==> src/rtl/intc_pkg.sv <==
package intc_pkg;
  localparam int REG_W    = 32;
  localparam int HALF_W   = REG_W / 2;
  localparam int VEC_W    = 12;
  localparam logic [VEC_W-1:0] VEC_GEN  = 12'h400;
  localparam logic [VEC_W-1:0] VEC_DMA  = 12'h800;
  localparam logic [VEC_W-1:0] VEC_NONE = 12'h000;
  localparam logic [REG_W-1:0] EN_RESET = 32'h0000_1201;
  localparam logic [7:0]       SUSPEND_CODE = 8'h01;
  localparam int BYPASS_BIT  = HALF_W - 1;
  localparam int CAPTURE_BIT = 1;

  typedef enum logic [1:0] {
    ADDR_GSTAT  = 2'd0,
    ADDR_GMASK  = 2'd1,
    ADDR_DWORD  = 2'd2,
    ADDR_ENABLE = 2'd3
  } reg_addr_e;
endpackage

==> src/rtl/irq_status_bank.sv <==
module irq_status_bank #(
  parameter int W = 16
) (
  input  logic         clk,
  input  logic         rst_n,
  input  logic [W-1:0] set_i,
  input  logic         clr_en_i,
  input  logic [W-1:0] clr_bits_i,
  input  logic         tog_en_i,
  input  logic [W-1:0] tog_bits_i,
  output logic [W-1:0] stat_o,
  output logic [W-1:0] mask_o
);
  logic [W-1:0] stat_q, stat_d;
  logic [W-1:0] mask_q, mask_d;
  logic         stat_upd;

  for (genvar b = 0; b < W; b++) begin : g_bit
    assign stat_d[b] = set_i[b] | (stat_q[b] & ~(clr_en_i & clr_bits_i[b]));
    assign mask_d[b] = mask_q[b] ^ (tog_en_i & tog_bits_i[b]);
  end

  assign stat_upd = clr_en_i | (|set_i);

  always_ff @(posedge clk or negedge rst_n) begin
    if (!rst_n) begin
      stat_q <= '0;
      mask_q <= '0;
    end else begin
      if (stat_upd) stat_q <= stat_d;
      if (tog_en_i) mask_q <= mask_d;
    end
  end

  assign stat_o = stat_q;
  assign mask_o = mask_q;

  // a sampled request leaves its status bit set
  assert_set_sticky_R1: assert property (@(posedge clk) disable iff (!rst_n)
    (|set_i) |=> ((stat_o & $past(set_i)) == $past(set_i)));

  // without a clear, no status bit drops
  assert_no_drop_R2: assert property (@(posedge clk) disable iff (!rst_n)
    !clr_en_i |=> ((stat_o & $past(stat_o)) == $past(stat_o)));

  // cleared bits without a concurrent request are zero afterwards
  assert_clear_done_R2: assert property (@(posedge clk) disable iff (!rst_n)
    clr_en_i |=> ((stat_o & $past(clr_bits_i & ~set_i)) == '0));

  // mask only moves on a toggle write
  assert_mask_hold_R3: assert property (@(posedge clk) disable iff (!rst_n)
    !tog_en_i |=> $stable(mask_o));
endmodule

==> src/rtl/irq_vector_select.sv <==
module irq_vector_select
  import intc_pkg::*;
#(
  parameter int GW = 16
) (
  input  logic [GW-1:0]     gen_stat_i,
  input  logic [GW-1:0]     gen_mask_i,
  input  logic [HALF_W-1:0] dma_stat_i,
  input  logic [HALF_W-1:0] dma_mask_i,
  input  logic              dma_allowed_i,
  output logic              gen_hit_o,
  output logic              irq_valid_o,
  output logic [VEC_W-1:0]  irq_vector_o
);
  logic dma_pending;
  logic dma_hit;

  always_comb begin
    gen_hit_o   = |(gen_stat_i & gen_mask_i);
    dma_pending = (|(dma_stat_i & dma_mask_i)) | dma_stat_i[BYPASS_BIT];
    dma_hit     = dma_pending & dma_allowed_i;
    irq_valid_o = gen_hit_o | dma_hit;
    if (gen_hit_o)    irq_vector_o = VEC_GEN;
    else if (dma_hit) irq_vector_o = VEC_DMA;
    else              irq_vector_o = VEC_NONE;
  end
endmodule

==> src/rtl/intc_dual_source.sv <==
module intc_dual_source
  import intc_pkg::*;
#(
  parameter int GEN_LINES = 16
) (
  input  logic                 clk,
  input  logic                 rst_n,
  input  logic [GEN_LINES-1:0] gen_req,
  input  logic [15:0]          dma_req,
  input  logic                 dma_on,
  input  logic                 reg_wr,
  input  logic [1:0]           reg_addr,
  input  logic [31:0]          reg_wdata,
  output logic [31:0]          reg_rdata,
  input  logic                 irq_ack,
  output logic                 irq_valid,
  output logic [11:0]          irq_vector,
  output logic                 timer_capture
);
  localparam int PAD_W = REG_W - GEN_LINES;

  logic [GEN_LINES-1:0] gen_stat, gen_mask;
  logic [HALF_W-1:0]    dma_stat, dma_mask;
  logic                 wr_gstat, wr_gmask, wr_dword, wr_enable;
  logic [REG_W-1:0]     en_q, en_d;
  logic                 suspended, dma_allowed, gen_hit;
  logic                 cap_q, cap_d;

  always_comb begin
    wr_gstat  = reg_wr & (reg_addr == ADDR_GSTAT);
    wr_gmask  = reg_wr & (reg_addr == ADDR_GMASK);
    wr_dword  = reg_wr & (reg_addr == ADDR_DWORD);
    wr_enable = reg_wr & (reg_addr == ADDR_ENABLE);
  end

  irq_status_bank #(.W(GEN_LINES)) u_gen_bank (
    .clk        (clk),
    .rst_n      (rst_n),
    .set_i      (gen_req),
    .clr_en_i   (wr_gstat),
    .clr_bits_i (reg_wdata[GEN_LINES-1:0]),
    .tog_en_i   (wr_gmask),
    .tog_bits_i (reg_wdata[GEN_LINES-1:0]),
    .stat_o     (gen_stat),
    .mask_o     (gen_mask)
  );

  irq_status_bank #(.W(HALF_W)) u_dma_bank (
    .clk        (clk),
    .rst_n      (rst_n),
    .set_i      (dma_req),
    .clr_en_i   (wr_dword),
    .clr_bits_i (reg_wdata[HALF_W-1:0]),
    .tog_en_i   (wr_dword),
    .tog_bits_i (reg_wdata[REG_W-1:HALF_W]),
    .stat_o     (dma_stat),
    .mask_o     (dma_mask)
  );

  // enable register: next-state and register processes
  assign en_d = reg_wdata;

  always_ff @(posedge clk or negedge rst_n) begin
    if (!rst_n)         en_q <= EN_RESET;
    else if (wr_enable) en_q <= en_d;
  end

  assign suspended   = (en_q[23:16] == SUSPEND_CODE);
  assign dma_allowed = dma_on & ~suspended;

  irq_vector_select #(.GW(GEN_LINES)) u_select (
    .gen_stat_i    (gen_stat),
    .gen_mask_i    (gen_mask),
    .dma_stat_i    (dma_stat),
    .dma_mask_i    (dma_mask),
    .dma_allowed_i (dma_allowed),
    .gen_hit_o     (gen_hit),
    .irq_valid_o   (irq_valid),
    .irq_vector_o  (irq_vector)
  );

  // timer capture strobe
  assign cap_d = irq_ack & gen_hit & gen_stat[CAPTURE_BIT];

  always_ff @(posedge clk or negedge rst_n) begin
    if (!rst_n) cap_q <= 1'b0;
    else        cap_q <= cap_d;
  end

  assign timer_capture = cap_q;

  // read port
  always_comb begin
    unique case (reg_addr)
      ADDR_GSTAT:  reg_rdata = {{PAD_W{1'b0}}, gen_stat};
      ADDR_GMASK:  reg_rdata = {{PAD_W{1'b0}}, gen_mask};
      ADDR_DWORD:  reg_rdata = {dma_mask, dma_stat};
      default:     reg_rdata = en_q;
    endcase
  end

  // with the DMA unit held off, only the general source can request
  assert_dma_held_R7: assert property (@(posedge clk) disable iff (!rst_n)
    (suspended || !dma_on) && !gen_hit |-> !irq_valid);

  // a capture strobe follows an acknowledged general interrupt
  assert_capture_after_ack_R9: assert property (@(posedge clk) disable iff (!rst_n)
    timer_capture |-> $past(irq_ack && irq_vector == VEC_GEN));

  // a pending general interrupt always wins the vector
  assert_gen_priority_R8: assert property (@(posedge clk) disable iff (!rst_n)
    (|(gen_stat & gen_mask)) |-> (irq_valid && irq_vector == VEC_GEN));
endmodule

==> config.mk <==
export PLATFORM = sky130hd
export DESIGN_NAME = intc_dual_source
export DESIGN_NICKNAME = d
export VERILOG_FILES = /design/src/rtl/intc_pkg.sv /design/src/rtl/irq_status_bank.sv /design/src/rtl/irq_vector_select.sv /design/src/rtl/intc_dual_source.sv
export SDC_FILE = /design/constraint.sdc
export NUM_CORES = 1
export LEC_CHECK = 0
export ABC_CLOCK_PERIOD_IN_PS = 1600
export BUFFER_PORTS_ARGS = -buffer_cell sky130_fd_sc_hd__buf_2
export CORE_MARGIN = 2
export CORE_UTILIZATION = 53
export CTS_CLUSTER_SIZE = 8
export DETAILED_ROUTE_END_ITERATION = 7
export PLACE_DENSITY_LB_ADDON = 0.3
export SLEW_MARGIN = 20
export SYNTH_ARGS = -nofsm -noshare
export SYNTH_HDL_FRONTEND = slang
export SYNTH_SLANG_ARGS = --single-unit
export TNS_END_PERCENT = 20
==> constraint.sdc <==
create_clock -name clk -period 1.6 [get_ports clk]
set_input_delay 0.24 -clock clk [delete_from_list [all_inputs] [get_ports clk]]
set_output_delay 0.24 -clock clk [all_outputs]
set_load 0.01 [all_outputs]
; ---- After elaboration in Yosys (flattened, before gate mapping)
; Cells that the tools add are included.
[word_totals]
in_bits = 71
reg_bits = 97
word_cells = 225
output_inout_bits = 46
[op_classes]
n_eq_ne = 4
reduce_logical = 5
mux = 3
bitwise_logic = 207
[ops]
columns = op, count
row1 = AND 1 bit, 104
row2 = case mux 32 bit (3 select lines), 1
row3 = OR reduction 16 bit, 4
row4 = bitwise OR 1 bit, 36
row5 = NOT 1 bit, 33
row6 = AND 16 bit, 2
row7 = XOR 1 bit, 32
row8 = two-way mux 12 bit, 2
row9 = == test 8 x 1 -> 1 bit (second input constant), 1
row10 = == test 2 bit (second input constant), 2
row11 = == test 2 x 1 -> 1 bit (second input constant), 1
row12 = zero test 2 bit, 1

; ---- Logic depth before layout (Yosys ltp)
[depth]
word_depth = 6
mapped_depth = 6
depth_no_buf = 4

; ---- Hierarchy
; Synthesis repeated with hierarchy kept, for this count alone.
[unflattened]
hier_cells = 368
area_unflattened_um2 = 4880.9
[modules_own_cells]
columns = mod, instances, area_each_um2, cells_each, seq_area_each_um2
row1 = irq_status_bank, 2, 1239.9, 100, 800.8
row2 = intc_dual_source, 1, 2105.8, 133, 829.5
row3 = irq_vector_select, 1, 295.3, 35, 0.0

; ---- Worst setup path after synthesis
; No wires, ideal clock.
[synth_timing]
path_kind = input -> output
from = input port reg_addr[0]
to = output port reg_rdata[0]
path_slack_ns = 0.224
arrival_ns = 1.136
path_stages = 3
t_required_ns = 1.360
n_path_buf = 2
cell_sequence = buf_6 -> buf_8 -> mux4_1
[synth_between]
elab_chain_cells = 2
word_cells_on_any_way = 4
cone_classes = 2 x eq/ne / 1 x mux / 1 x reduce/logical
[synth_rtl]
columns = element, line_no
row1 = start: declaration, intc_dual_source.sv:12  ; input logic [1:0] reg_addr,
row2 = "== test 2 bit, or another cell as far along", intc_dual_source.sv:94  ; unique case (reg_addr)
row3 = case mux 32 bit (3 select lines) *, intc_dual_source.sv:94
row4 = end: declaration, intc_dual_source.sv:14  ; output logic [31:0] reg_rdata,
; Every way passes the cells marked *; elsewhere a longest branch is shown, timed or not.

; ---- Worst setup path after layout
[layout_timing]
from = register u_gen_bank.stat_q[9], in the netlist u_gen_bank.stat_o[9]
to = output port irq_valid
[layout_between]
elab_chain_cells = 3
[layout_rtl]
columns = element, line_no
row1 = start: declaration, irq_status_bank.sv:14  ; logic [W-1:0] stat_q, stat_d;
row2 = start signal: assignment, irq_status_bank.sv:30  ; if (stat_upd) stat_q <= stat_d;
row3 = AND 16 bit, irq_vector_select.sv:19  ; gen_hit_o = |(gen_stat_i & gen_mask_i);
row4 = OR reduction 16 bit, irq_vector_select.sv:19
row5 = bitwise OR 1 bit, irq_vector_select.sv:22  ; irq_valid_o = gen_hit_o | dma_hit;
row6 = end: declaration, intc_dual_source.sv:16  ; output logic irq_valid,
; No other way between the ends.

==> impl_metrics.py <==
metrics = {
    "sta": {
        "fin_hold_ws_ns": 0.04599,
        "slew_viol_final": 0,
        "setup_viol": 19,
        "period_share_pct": 128.3,
        "period_needed_ns": 2.053,
        "finalHoldViolCount": 0,
        "fin_tns_setup_ns": -3.008,
        "rsz0062_at_grt": "yes",
        "fin_skew_ns": 0.008939,
        "fmax_mhz": 487.2,
        "finalWorstSetupSlack_ns": -0.4527,
    },
    "power": {
        "leakage_nw": 2.552,
        "vdd.ir_drop.worst_v": 0.0007941,
        "power_density_nw_per_um2": 1246,
    },
    "detailed_routing": {
        "post_drt_wl_per_cell_microns": 18.19,
        "drt_pass1_iterations": 4,
        "vias_per_cell": 5.380,
        "wl_mm": 11.33,
        "vias": 3352,
        "drtAntennaViolNets": 0,
        "drtIter0Drc": 166,
        "drc": 0,
    },
    "outcome": {
        "violations": "negative setup slack",
        "status": "finished, violations left",
    },
    "layout": {
        "area_growth_pct": 26.17,
        "diodes": 0,
        "drive_gt1_share_pct": 43.88,
        "finalNetCount": 581,
        "postLayoutCellArea_sq_um": 5917,
        "stdcell_count": 623,
    },
    "die": {
        "start_util_pct": 54.30,
        "ios": 117,
        "die_y_microns": 98.07,
        "core_area_sq_um": 8636,
        "chipWidth_microns": 98.07,
        "fp-row-count": 34,
        "dieArea_sq_um": 9617,
    },
    "global_routing": {
        "grt_max_degree": 36,
        "use_met1_pct": 33.16,
        "track_usage_pct": 24.47,
        "grt.overflow.total": 0,
        "grt_util_met2_pct": 40.36,
        "grt_antenna_before_repair": 0,
        "grt-busiest-layer": "met2",
        "grt_pass1_vias": 3556,
        "grt_pass1_wl_mm": 18.30,
        "grtUsageMet3_pct": 3.579,
    },
    "cts": {
        "cts_inserted_buffers": 9,
        "worstSkewPairLatency_ns": 0.36,
        "cts_sinks": 97,
        "htreeDepth": 3,
        "cts_tree": "done",
        "root_buffer": "clkbuf_8",
        "cts.clk_slew.worst_paths_ns": 0.10,
        "cts.path.max_buffers": 2,
    },
    "setup_path": {
        "crit_path_max_incr_delay_ns": 0.41,
        "crit_path_end_kind": "primary output",
        "critPathTopFamily": "compound AO/OA/AOI/OAI gates",
        "r2r_start": "u_gen_bank.stat_o[9]",
        "crit_chain": "a22o_1 -> a221oi_2 -> nand4_1 -> nand2b_1 -> buf_2",
        "cp.required_ns": 1.36,
        "arrival_ns": 1.81,
        "start_kind": "flip-flop",
        "worstPathMaxFanout": 4,
        "cp-startpoint": "u_gen_bank.stat_o[9]",
        "slowest_stage": "dfrtp_1",
        "crit_buf_inv": 1,
        "crit_type": "flip-flop to primary output",
    },
    "logic_synthesis": {
        "synth.most_common_cell": "dfrtp_1",
        "synthCells": 366,
        "synthFlopType": "dfrtp_1",
        "ys_seq_elements": 97,
        "yosysTopAreaCell": "dfrtp_1",
        "async_reset_ff_share_pct": 100.0,
        "synthDominantCellAreaShare_pct": 50.16,
        "synth_top_cells_by_count": "94 x dfrtp_1, 67 x nand2_1, 32 x a21o_1, 32 x xnor2_1, 31 x mux2_2",
        "avgSynthCellArea_sq_um": 12.81,
        "synth.distinct_cells": 33,
        "ys_warn_count": 0,
        "synthTopCellsByArea": "dfrtp_1 50%, mux2_2 7.4%, xnor2_1 6.0%, mux4_2 5.8%, nand2_1 5.4%",
        "synth_edf_count": 0,
        "seq_area_frac_synth_pct": 51.84,
        "synth.cell_area_sq_um": 4689,
    },
    "placement": {
        "portBuffers": 106,
        "place_hpwl_mm": 8.295,
        "placedCellCount": 604,
        "place_area_sq_um": 5604,
        "gp_congestion": 0.8396,
    },
    "min_path": {
        "hold_path_class": "input port to flip-flop",
        "min-delay-start": "dma_req[6]",
    },
    "job": {
        "drv_cap": 0,
    },
}
-- repair_timing --
action | 4_1_cts | 5_1_grt
buffers inserted | 2 | 0
gates resized for setup | 22 | 3
pin swaps | 4 | 1
hold buffers | 1 | 0
endpoints found under the setup margin | 19 | 19
cloned | 0 | 0
hold endpoints to repair | 27 | 0
-- final timing paths --
path | to | slack [ns] | depth (start not counted)
hold reg to reg | u_dma_bank.mask_o[15] | 0.49 | 1
setup / recovery | irq_valid | -0.45 | 5
setup reg to reg | timer_capture | 0.13 | 4
hold / removal | u_dma_bank.stat_o[6] | 0.05 | 2
min in group asynchronous | u_gen_bank.stat_o[4] | 0.35 | 2
max in group asynchronous | en_q[12] | 0.66 | 3
-- report_power, final --
part	internal (mW)	total, mW	switching [mW]
Sequential	3.06	3.55	0.488
Combinational	1.33	2.24	0.908
Clock	0.729	1.59	0.860
-- cell type report --
type / count / area [sq um]
fill: 649 / 2719
tap: 108 / 135.1
clock inverter: 6 / 68.82
sequential: 97 / 2431
multi-input combinational: 250 / 2064
timing repair buffer: 152 / 1090
clock buffer: 10 / 127.6
-- cell families (layout without fill, tap and decap cells) --
kind of cell	count (synthesis)	after routing	synth area share, %
muxes	64	64	19.10
buffers and inverters	28	168	4.749
xor gates and xnor gates	32	32	5.977
other	1	10	0.07997
AOI/OAI and AO/OA	50	50	8.698
DFF	97	97	51.84
and+or+nand+nor	94	94	9.552
-- registers in the layout (all words and copies together) (netlist names) --
register           count
timer_capture          1
u_dma_bank.stat_o     16
u_gen_bank.stat_o     16
u_gen_bank.mask_o     16
en_q                  32
u_dma_bank.mask_o     16
-- placed cells by master, fill, tap and decap left out, types with 2 or more instances in the layout --
cell	instances
nor2b_1	16
mux2_2	31
mux4_2	16
buf_6	19
buf_12	9
dfrtp_1	94
clkbuf_8	9
dfstp_2	3
xnor2_1	32
a221oi_2	4
mux2i_1	16
nand4_1	2
a22o_1	4
buf_4	28
buf_2	95
clkinv_4	3
a21o_1	32
nand2_1	67
conb_1	10
a22oi_1	6
-- metrics by stage --
stage	total power, mW	setup WS (ns)	util [%]
final	7.372	-0.4527	68.52
after global routing	7.754	-0.5273	68.52
after CTS	7.398	-0.4482	68.33
after detailed placement	5.685	-0.08809	64.89
after global placement	5.581	-0.005871	64.89
after floorplan	4.675	0.2236	-
-- routing by layer --
metal	up-vias	share of wire, %
met5	-	0
li1	1542	-
met1	1682	44
met3	13	5.4
met4	0	1.4
met2	115	49
No activity file was read; power rests on OpenSTA's default activity.
